## config.mk

```make
export PLATFORM = sky130hd
export DESIGN_NAME = irq_daisy_responder
export DESIGN_NICKNAME = d
export VERILOG_FILES = /design/src/rtl/irq_daisy_pkg.sv /design/src/rtl/irq_cfg_bank.sv /design/src/rtl/irq_src_slot.sv /design/src/rtl/irq_prio_pick.sv /design/src/rtl/irq_line_drive.sv /design/src/rtl/irq_ack_ctrl.sv /design/src/rtl/irq_daisy_responder.sv
export SDC_FILE = /design/constraint.sdc
export NUM_CORES = 1
export LEC_CHECK = 0
export BUFFER_PORTS_ARGS = -buffer_cell sky130_fd_sc_hd__buf_2
export CORE_AREA = 5 5 151 109
export DETAILED_ROUTE_END_ITERATION = 7
export DIE_AREA = 0 0 156 114
export GPL_TIMING_DRIVEN = 0
export HOLD_SLACK_MARGIN = 0.1
export PLACE_DENSITY = 0.71
export SYNTH_ARGS = -nofsm -noshare
export SYNTH_HDL_FRONTEND = slang
export SYNTH_SLANG_ARGS = --single-unit
```

## constraint.sdc

```tcl
create_clock -name clk -period 3.74 [get_ports clk]
set_input_delay 0.374 -clock clk [delete_from_list [all_inputs] [get_ports clk]]
set_output_delay 0.374 -clock clk [all_outputs]
set_load 0.03 [all_outputs]
```

## src/rtl/irq_daisy_pkg.sv

```systemverilog
package irq_daisy_pkg;
   localparam int DEF_LEVEL_W  = 3;
   localparam int DEF_VECTOR_W = 8;

   // decode a one-hot line index for a level value, level 0 maps to no line
   function automatic int level_to_line(input int lvl);
      return lvl - 1;
   endfunction
endpackage

```

## src/rtl/irq_cfg_bank.sv

```systemverilog
module irq_cfg_bank #(
   parameter int N_ENT    = 4,
   parameter int LEVEL_W  = 3,
   parameter int VECTOR_W = 8,
   parameter int SEL_W    = 2
) (
   input  logic                      clk,
   input  logic                      rst_n,
   input  logic                      we,
   input  logic [SEL_W-1:0]          sel,
   input  logic [LEVEL_W-1:0]        wr_level,
   input  logic [VECTOR_W-1:0]       wr_vector,
   output logic [N_ENT*LEVEL_W-1:0]  lvl_flat,
   output logic [N_ENT*VECTOR_W-1:0] vec_flat
);
   for (genvar i = 0; i < N_ENT; i++) begin : g_ent
      always_ff @(posedge clk) begin
         if (!rst_n) begin
            lvl_flat[i*LEVEL_W +: LEVEL_W]   <= '0;
            vec_flat[i*VECTOR_W +: VECTOR_W] <= '0;
         end else if (we && sel == SEL_W'(i)) begin
            lvl_flat[i*LEVEL_W +: LEVEL_W]   <= wr_level;
            vec_flat[i*VECTOR_W +: VECTOR_W] <= wr_vector;
         end
      end
   end
endmodule

```

## src/rtl/irq_src_slot.sv

```systemverilog
module irq_src_slot #(
   parameter int LEVEL_W  = 3,
   parameter int VECTOR_W = 8,
   parameter bit REPOST   = 1'b1  // 1: a new post overwrites a pending slot
) (
   input  logic                clk,
   input  logic                rst_n,
   input  logic                post,
   input  logic [LEVEL_W-1:0]  post_level,
   input  logic [VECTOR_W-1:0] post_vector,
   input  logic                clr,
   output logic                pend,
   output logic [LEVEL_W-1:0]  pend_level,
   output logic [VECTOR_W-1:0] pend_vector
);
   logic take;

   if (REPOST) begin : g_repost
      assign take = post && (post_level != '0);
   end else begin : g_hold
      assign take = post && (post_level != '0) && !pend;
   end

   always_ff @(posedge clk) begin
      if (!rst_n) begin
         pend        <= 1'b0;
         pend_level  <= '0;
         pend_vector <= '0;
      end else if (take) begin
         pend        <= 1'b1;
         pend_level  <= post_level;
         pend_vector <= post_vector;
      end else if (clr) begin
         pend        <= 1'b0;
      end
   end
endmodule

```

## src/rtl/irq_prio_pick.sv

```systemverilog
module irq_prio_pick #(
   parameter int N_SRC   = 8,
   parameter int LEVEL_W = 3,
   parameter int IDX_W   = 3
) (
   input  logic [N_SRC-1:0]         pend,
   input  logic [N_SRC*LEVEL_W-1:0] lvl_flat,
   input  logic [LEVEL_W-1:0]       ack_level,
   output logic                     hit,
   output logic [IDX_W-1:0]         idx
);
   always_comb begin
      hit = 1'b0;
      idx = '0;
      // scan from the lowest priority upward so the lowest index is kept last
      for (int i = N_SRC - 1; i >= 0; i--) begin
         if (pend[i] && ack_level != '0 &&
             lvl_flat[i*LEVEL_W +: LEVEL_W] == ack_level) begin
            hit = 1'b1;
            idx = IDX_W'(i);
         end
      end
   end
endmodule

```

## src/rtl/irq_line_drive.sv

```systemverilog
module irq_line_drive #(
   parameter int N_SRC   = 8,
   parameter int LEVEL_W = 3,
   parameter int N_LINES = 7
) (
   input  logic [N_SRC-1:0]         pend,
   input  logic [N_SRC*LEVEL_W-1:0] lvl_flat,
   output logic [N_LINES-1:0]       irq_n
);
   for (genvar l = 0; l < N_LINES; l++) begin : g_line
      logic any;
      always_comb begin
         any = 1'b0;
         for (int i = 0; i < N_SRC; i++)
            any = any | (pend[i] && lvl_flat[i*LEVEL_W +: LEVEL_W] == LEVEL_W'(l + 1));
      end
      assign irq_n[l] = ~any;
   end
endmodule

```

## src/rtl/irq_ack_ctrl.sv

```systemverilog
module irq_ack_ctrl #(
   parameter int VECTOR_W = 8
) (
   input  logic                clk,
   input  logic                rst_n,
   input  logic                iackin_n,
   input  logic                hit,
   input  logic [VECTOR_W-1:0] hit_vector,
   output logic                clr_en,
   output logic                iackout_n,
   output logic                dtack_n,
   output logic                vec_oe,
   output logic [VECTOR_W-1:0] vec_out
);
   logic busy;

   assign clr_en = !iackin_n && !busy && hit;

   always_ff @(posedge clk) begin
      if (!rst_n || iackin_n) begin
         busy      <= 1'b0;
         dtack_n   <= 1'b1;
         iackout_n <= 1'b1;
         vec_oe    <= 1'b0;
         vec_out   <= '0;
      end else if (!busy) begin
         busy <= 1'b1;
         if (hit) begin
            dtack_n <= 1'b0;
            vec_oe  <= 1'b1;
            vec_out <= hit_vector;
         end else begin
            iackout_n <= 1'b0;
         end
      end
   end
endmodule

```

## src/rtl/irq_daisy_responder.sv

```systemverilog
module irq_daisy_responder #(
   parameter int N_FULL   = 4,
   parameter int N_QUEUE  = 4,
   parameter int LEVEL_W  = irq_daisy_pkg::DEF_LEVEL_W,
   parameter int VECTOR_W = irq_daisy_pkg::DEF_VECTOR_W,
   localparam int SEL_W   = (N_FULL > 1) ? $clog2(N_FULL) : 1,
   localparam int N_LINES = (1 << LEVEL_W) - 1
) (
   input  logic                        clk,
   input  logic                        rst_n,
   input  logic                        cfg_we,
   input  logic [SEL_W-1:0]            cfg_sel,
   input  logic [LEVEL_W-1:0]          cfg_level,
   input  logic [VECTOR_W-1:0]         cfg_vector,
   input  logic [N_FULL-1:0]           full_evt,
   input  logic [N_QUEUE-1:0]          q_valid,
   input  logic [N_QUEUE*LEVEL_W-1:0]  q_level,
   input  logic [N_QUEUE*VECTOR_W-1:0] q_vector,
   output logic [N_QUEUE-1:0]          q_pending,
   output logic [N_LINES-1:0]          irq_n,
   input  logic                        iackin_n,
   input  logic [LEVEL_W-1:0]          ack_level,
   output logic                        iackout_n,
   output logic                        dtack_n,
   output logic                        vec_oe,
   output logic [VECTOR_W-1:0]         vec_out
);
   localparam int N_SRC = N_FULL + N_QUEUE;
   localparam int IDX_W = (N_SRC > 1) ? $clog2(N_SRC) : 1;

   if (LEVEL_W < 1 || LEVEL_W > 4) begin : g_bad_level
      $error("LEVEL_W out of range");
   end
   if (VECTOR_W < 1) begin : g_bad_vector
      $error("VECTOR_W must be positive");
   end
   if (N_FULL < 1 || N_QUEUE < 1) begin : g_bad_count
      $error("need at least one source of each kind");
   end

   logic [N_FULL*LEVEL_W-1:0]  cfg_lvl_flat;
   logic [N_FULL*VECTOR_W-1:0] cfg_vec_flat;
   logic [N_SRC-1:0]           src_pend;
   logic [N_SRC-1:0]           src_clr;
   logic [N_SRC*LEVEL_W-1:0]   src_lvl;
   logic [N_SRC*VECTOR_W-1:0]  src_vec;
   logic                       pick_hit;
   logic [IDX_W-1:0]           pick_idx;
   logic [VECTOR_W-1:0]        hit_vector;
   logic                       clr_en;

   irq_cfg_bank #(
      .N_ENT(N_FULL), .LEVEL_W(LEVEL_W), .VECTOR_W(VECTOR_W), .SEL_W(SEL_W)
   ) u_cfg (
      .clk(clk), .rst_n(rst_n), .we(cfg_we), .sel(cfg_sel),
      .wr_level(cfg_level), .wr_vector(cfg_vector),
      .lvl_flat(cfg_lvl_flat), .vec_flat(cfg_vec_flat)
   );

   for (genvar i = 0; i < N_SRC; i++) begin : g_src
      assign src_clr[i] = clr_en && (pick_idx == IDX_W'(i));
      if (i < N_FULL) begin : g_full
         irq_src_slot #(.LEVEL_W(LEVEL_W), .VECTOR_W(VECTOR_W), .REPOST(1'b1)) u_slot (
            .clk(clk), .rst_n(rst_n), .post(full_evt[i]),
            .post_level(cfg_lvl_flat[i*LEVEL_W +: LEVEL_W]),
            .post_vector(cfg_vec_flat[i*VECTOR_W +: VECTOR_W]),
            .clr(src_clr[i]), .pend(src_pend[i]),
            .pend_level(src_lvl[i*LEVEL_W +: LEVEL_W]),
            .pend_vector(src_vec[i*VECTOR_W +: VECTOR_W])
         );
      end else begin : g_queue
         localparam int Q = i - N_FULL;
         irq_src_slot #(.LEVEL_W(LEVEL_W), .VECTOR_W(VECTOR_W), .REPOST(1'b0)) u_slot (
            .clk(clk), .rst_n(rst_n), .post(q_valid[Q]),
            .post_level(q_level[Q*LEVEL_W +: LEVEL_W]),
            .post_vector(q_vector[Q*VECTOR_W +: VECTOR_W]),
            .clr(src_clr[i]), .pend(src_pend[i]),
            .pend_level(src_lvl[i*LEVEL_W +: LEVEL_W]),
            .pend_vector(src_vec[i*VECTOR_W +: VECTOR_W])
         );
         assign q_pending[Q] = src_pend[i];
      end
   end

   irq_prio_pick #(.N_SRC(N_SRC), .LEVEL_W(LEVEL_W), .IDX_W(IDX_W)) u_pick (
      .pend(src_pend), .lvl_flat(src_lvl), .ack_level(ack_level),
      .hit(pick_hit), .idx(pick_idx)
   );

   assign hit_vector = src_vec[pick_idx*VECTOR_W +: VECTOR_W];

   irq_line_drive #(.N_SRC(N_SRC), .LEVEL_W(LEVEL_W), .N_LINES(N_LINES)) u_lines (
      .pend(src_pend), .lvl_flat(src_lvl), .irq_n(irq_n)
   );

   irq_ack_ctrl #(.VECTOR_W(VECTOR_W)) u_ack (
      .clk(clk), .rst_n(rst_n), .iackin_n(iackin_n), .hit(pick_hit),
      .hit_vector(hit_vector), .clr_en(clr_en), .iackout_n(iackout_n),
      .dtack_n(dtack_n), .vec_oe(vec_oe), .vec_out(vec_out)
   );
endmodule

```

# --- Word-level counts from Yosys, hierarchy flattened ---
# Cells that the tools add are included.
totals:
  register_bits: 152
  in_bits: 72
  output_inout_bits: 22
  word_cells: 330
classes:
  n_eq_ne: 74
  shift: 1
  muxes: 33
  bitwise_logic: 58
  n_reduce_logical: 127
ops:
  columns: ["cell", "n"]
  rows:
  - ["$eq 3x3->1 const B", 36]
  - ["$logic_and 1x1->1", 98]
  - ["$shiftx 64x7->8", 1]
  - ["$eq 3x2->1 const B", 18]
  - ["$or 1x1->1", 49]
  - ["$eq 3x1->1 const B", 9]
  - ["$reduce_bool 3->1", 9]
  - ["$mux 1", 25]
  - ["$eq 3x3->1", 8]
  - ["$mux 3", 8]
  - ["$reduce_bool 2->1", 8]
  - ["$not 1->1", 9]
  - ["$logic_not 1->1", 7]
  - ["$eq 2x2->1 const B", 2]
  - ["$reduce_and 2->1", 2]
  - ["$logic_not 3->1", 1]
  - ["$eq 2x1->1 const B", 1]
  - ["$logic_not 2->1", 1]
  - ["$logic_or 1x1->1", 1]

# --- Logic depth before layout (Yosys ltp) ---
depth:
  depth_word: 15
  ltp_mapped: 12
  mapped_depth_nobuf: 8

# --- Cells and area by module ---
# Synthesis repeated with hierarchy kept, for this count alone.
unflattened:
  hier_cells: 850
  area_unflattened_um2: 7661.1
by_module_without_submodules:
  columns: ["mod", "instances", "cells_each", "area_each_um2", "seq_area_each_um2"]
  rows:
  - ["irq_src_slot (g_src[4].g_queue.u_slot ...)", 4, 54, 496.7, 240.2]
  - ["irq_src_slot (g_src[0].g_full.u_slot ...)", 4, 51, 473.0, 240.2]
  - ["irq_cfg_bank", 1, 157, 1611.5, 880.8]
  - ["irq_daisy_responder", 1, 76, 659.4, 0.0]
  - ["irq_line_drive", 1, 80, 606.8, 0.0]
  - ["irq_prio_pick", 1, 67, 494.2, 0.0]
  - ["irq_ack_ctrl", 1, 50, 410.4, 240.2]

# --- Worst setup path after synthesis ---
# Ideal clock, no wire load.
synth_timing:
  path_kind: "input to register"
  start: "in ack_level[1]"
  end: "reg u_ack.vec_out[4]"
  arrival_time_ps: 2552
  required_ps: 3618
  setup_slack_ps: 1066
  path_stages: 8
  path_buffers: 1
  path_cell_list: "buf_2 > xnor2_2 > nand3_1 > or3_1 > a211o_1 > a21oi_4 > mux4_1 > a221o_1"
synth_between:
  elab_chain_cells: 12
  elab_cells_between_ends: 43
synth_rtl:
  columns: ["element", "line_no", "rtl"]
  rows:
  - ["start, declared", "irq_daisy_responder.sv:22", "input logic [LEVEL_W-1:0] ack_level,"]
  - ["$reduce_bool 3->1", "irq_prio_pick.sv:17", "if (pend[i] && ack_level != '0 &&"]
  - ["$logic_and 1x1->1 (2 in a row)", "irq_prio_pick.sv:17", null]
  - ["$mux 3 / $mux 1 (equally long branches) (8 in a row)", "irq_prio_pick.sv:17", null]
  - ["$shiftx 64x7->8 / $reduce_and 2->1 (equally long branches)", null, null]
  - ["end signal, assigned", "irq_ack_ctrl.sv:31", "vec_out <= hit_vector;"]
  - ["end, declared", "irq_ack_ctrl.sv:13", "output logic [VECTOR_W-1:0] vec_out"]
# Parallel ways exist; a longest one is shown, timed or not.
# A chain may end at the register's enable or synchronous reset.

# --- Worst setup path in the final report ---
layout_timing:
  start: "reg g_src[5].g_queue.u_slot.pend"
  end: "reg u_ack.vec_out[6]"
layout_between:
  elab_chain_cells: 9
  elab_cells_between_ends: 16
layout_rtl:
  columns: ["element", "line_no", "rtl"]
  rows:
  - ["start, declared", "irq_src_slot.sv:12", "output logic pend,"]
  - ["start signal, assigned", "irq_src_slot.sv:26", "pend <= 1'b0;"]
  - ["start signal, assigned", "irq_src_slot.sv:30", "pend <= 1'b1;"]
  - ["start signal, assigned", "irq_src_slot.sv:34", "pend <= 1'b0;"]
  - ["$logic_and 1x1->1 * (2 in a row)", "irq_prio_pick.sv:17", null]
  - ["$mux 3 / $mux 1 (equally long branches) (6 in a row)", "irq_prio_pick.sv:17", null]
  - ["$shiftx 64x7->8 / $reduce_and 2->1 (equally long branches)", null, null]
# Every way passes the cells marked *; elsewhere a longest branch is shown, timed or not.

==> key figures <==
Floorplan
  – Full die area: 17800 um^2
  – Starting Density: 49.2%
  – Row cnt: 38
  – # IOs: 94
  – DIE HEIGHT: 114 um
  – CORE AREA: 15100 um^2
  – Die W: 156 um

Synthesis
  – Async set or reset register ratio after synthesis: 0%
  – Synth Flop Type: dfxtp_1
  – Post-synth EDFFs: 0
  – Post-Synthesis Cells: 810
  – Number of synthesized register bits: 152
  – Netlist cell types: 67
  – Synth Cell Area: 7410 um^2
  – Synth area leaders: dfxtp_1 41%, mux2i_1 11%, nor2b_1 7.8%
  – Register area share after synthesis: 41.0%
  – Syn_area_per_cell: 9.15 um^2
  – Synth Warn #: 0
  – Yosys top cell area share: 41.0%
  – Syn_nets: 882
  – Post-synth top area cell: dfxtp_1

STA
  – Shortest period the worst path allows: 3.05 ns
  – Peak Freq: 0.328 GHz
  – WHS: 0.203 ns
  – Setup Skew: 0.00884 ns
  – Slew HR: 36.2%
  – Crit share post-route: 81.6%
  – Post-route setup TNS: 0 ns
  – Endpoints failing setup: 0
  – Unrepaired setup endpoints after global routing: no
  – Max-slew violation count: 0
  – Slew @ Worst Pin: 0.958 ns
  – Hold Vio Cnt, Final: 0

Critical path
  – Slowest-stage cell, CP: o21ai_2
  – Worst Path Buf+Inv: 2
  – Arr. time, crit path: 3.36 ns
  – CP max stage delay: 0.43 ns
  – Crit-path cells: clkbuf_1 > nor4b_1 > a21oi_1 > o211a_1 > o21ai_2 > buf_2 > mux4_1 > a22oi_1 > nand2_1
  – CP delay by family, top: compound AO/OA/AOI/OAI gates
  – Critical Path RT: 4.05 ns
  – Worst reg2reg path startpoint: g_src[5].g_queue.u_slot.pend
  – CP Launch Point: g_src[5].g_queue.u_slot.pend
  – CP max FO: 10
  – Crit Path Category: flip-flop to flip-flop
  – Crit. End Element: flip-flop
  – Flop2flop setup slack: 0.69 ns
  – Critical Path Start Type: flip-flop

Clock tree
  – Clk buf depth: 2
  – Worst skew pair latency: 0.42 ns
  – Post-CTS Setup Bufs: 0
  – CTS Sinks: 152
  – CTS Root Buffer Type: clkbuf_16
  – CTS tree: yes
  – Hold buffers post-CTS: 0
  – Cts bufs inserted: 17
  – Post-CTS sizing: 0
  – Worst-path clk slew: 0.06 ns
  – CTS H-Tree Depth: 4

Power
  – Peak supply drop: 323 uV
  – Comb power frac: 11.3%
  – Sequential power share: 43.5%
  – Internal power: 0.00294 W
  – Pwr Density: 456 nW/um^2
  – Net switching power: 0.00103 W
  – Clk network pwr share: 45.1%
  – Sw Ratio: 26.0%
  – P_leak: 3.62 nW

Drt
  – Wire length per cell: 18.7 um
  – Vias per cell: 5.65
  – Metal3 WL: 1350 um
  – Total wire length: 21100 um
  – DRT antenna net count: 0
  – DRC violations left: 0
  – Met2 WL post-DR: 8660 um
  – Metal1 wirelength: 10800 um
  – Total number of vias: 6382
  – DRT Pass-1 Iters: 5
  – Top layer in use: met4
  – Drt initial violations: 445

Final layout
  – Fillers: 1382
  – Synthesis-to-finish area growth: 17.6%
  – Area of the multi-input gates: 4060 um^2
  – Ant diodes: 0
  – Share of layout cells above drive strength 1: 16.2%
  – Seq. cell area: 3040 um^2
  – Final std cells w/o fill: 1130
  – NumNets Final: 991

Placed design
  – Final RePlAce weighted congestion: 0.978
  – Placed cells: 1100
  – HPWL after DPL: 15700 um
  – Port Buffers: 90

Worst hold path
  – Hold Path Class: input pin to flip-flop
  – Origin of the worst min-delay path: q_vector[5]

Run status
  – Status: finished, final reports clean

Global routing
  – Largest net degree at the start of global routing: 17
  – Initial antenna violation count: 0
  – Number of global-route vias before repair: 6046
  – Total GRT Usage: 23.7%
  – First-pass GRT wire length: 32800 um
  – Total gr overflow: 0

Flow run
  – Max Cap Violations: 0
==> power groups by stage <==
| stage | registers [W] | clock network, W | logic [W] |
|---|---|---|---|
| after floorplan | 0.00175 | 0 | 0.000295 |
| after global placement | 0.00176 | 0 | 0.000438 |
| after detailed placement | 0.00176 | 0 | 0.000443 |
| after CTS | 0.00173 | 0.00181 | 0.000446 |
| after global routing | 0.00174 | 0.00188 | 0.000488 |
| final | 0.00173 | 0.00179 | 0.000451 |
==> sequential cells by signal, indices dropped and copies added (netlist names) <==
signal	cells
g_src.g_queue.u_slot.pend_vector	32
u_cfg.vec_flat	32
u_ack.iackout_n	1
u_ack.vec_out	8
u_ack.vec_oe	1
g_src.g_full.u_slot.pend	4
u_cfg.lvl_flat	12
u_ack.dtack_n	1
g_src.g_full.u_slot.pend_vector	32
g_src.g_queue.u_slot.pend_level	12
g_src.g_full.u_slot.pend_level	12
g_src.g_queue.u_slot.pend	4
u_ack.busy	1
==> path summary, 6_finish.rpt <==
| check | end | depth (start not counted) |
|---|---|---|
| worst min register to register | g_src[4].g_queue.u_slot.pend_vector[2] | 2 |
| worst max register to register | u_ack.vec_out[6] | 9 |
| worst min-delay path | g_src[4].g_queue.u_slot.pend_vector[5] | 3 |
| worst max-delay path | u_ack.vec_out[6] | 9 |
==> placed cells by master, fill, tap and decap left out, types with 6 or more instances in the layout <==
| cell type | synthesis | routed |
|---|---|---|
| buf_4 | 7 | 7 |
| nor2_1 | 12 | 12 |
| o31a_1 | 7 | 7 |
| nand4_1 | 10 | 10 |
| o22ai_1 | 8 | 8 |
| nand3_1 | 14 | 14 |
| nand2_1 | 128 | 128 |
| a22oi_1 | 15 | 15 |
| nor2b_1 | 93 | 93 |
| dfxtp_1 | 152 | 152 |
| xor2_1 | 14 | 14 |
| clkbuf_1 | 35 | 35 |
| nor3_1 | 18 | 18 |
| inv_1 | 9 | 9 |
| buf_2 | 7 | 97 |
| nand2b_1 | 18 | 18 |
| a21boi_0 | 51 | 51 |
| mux2i_1 | 81 | 81 |
| a21o_1 | 6 | 6 |
| clkbuf_16 | 0 | 17 |
| o21ai_0 | 16 | 16 |
| o31ai_1 | 8 | 8 |
| nor4b_1 | 6 | 6 |
| a21oi_1 | 11 | 11 |
==> metal layers <==
| metal | track usage [%] | vias to the layer above |
|---|---|---|
| met4 | 5.95 | 0 |
| met5 | 0 | - |
| met3 | 5.46 | 27 |
| met2 | 34.1 | 210 |
| li1 | - | 3080 |
| met1 | 35.6 | 3065 |
==> worst reg2reg max path, stage by stage, from the launching register on <==
cell and delay, ns:
dfxtp_1 0.33, clkbuf_1 0.33, nor4b_1 0.38, a21oi_1 0.23, o211a_1 0.20, o21ai_2 0.44, buf_2 0.39, mux4_1 0.36
a22oi_1 0.20, nand2_1 0.09
==> cells in the mapped netlist (3+ instances only) <==
library cell    n
dfxtp_1       152
nand2_1       128
nor2b_1        93
mux2i_1        81
a21boi_0       51
clkbuf_1       35
nand2b_1       18
nor3_1         18
o21ai_0        16
a22oi_1        15
nand3_1        14
xor2_1         14
nor2_1         12
a21oi_1        11
nand4_1        10
inv_1           9
o22ai_1         8
o31ai_1         8
buf_2           7
buf_4           7
o31a_1          7
a21o_1          6
nor4b_1         6
a2bb2oi_1       4
a31oi_1         4
mux4_1          4
o2111ai_1       4
o211a_1         4
o32ai_1         4
or3_1           4
and3_1          3
buf_6           3
mux4_2          3
nor3b_1         3
nor4_1          3
or4_1           3
==> kinds of logic (layout without fill, tap and decap cells) <==
logic type | after synthesis | in the layout | share of synthesized area (%)
flip-flops | 152 | 152 | 41.0
XOR/XNOR | 16 | 16 | 1.99
AND/OR/NAND/NOR | 325 | 325 | 22.7
multiplexers | 88 | 88 | 13.3
buffers and inverters | 64 | 184 | 4.24
AO/OA/AOI/OAI | 165 | 165 | 16.7
==> layout make-up <==
type                            count  area share (%)
Multi-Input combinational cell    594            46.5
Sequential cell                   152            34.9
Timing Repair Buffer               90            5.17
Clock buffer                       18            5.04
Buffer                             55            3.21
Tap cell                          200            2.87
Clock inverter                     12            1.89
Inverter                            9           0.387
==> stage by stage <==
stage | setup WS [ns] | cell area [um^2] | utilization [%] | total power [W]
global route | 0.524 | 8720 | 57.9 | 0.00411
floorplan | 1.07 | 7410 | - | 0.00205
detailed placement | 0.615 | 8120 | 53.8 | 0.00221
finish | 0.688 | 8720 | 57.9 | 0.00397
global placement | 0.672 | 8120 | 53.8 | 0.00220
CTS | 0.695 | 8720 | 57.9 | 0.00398
Power figures use the tool's default switching activity.
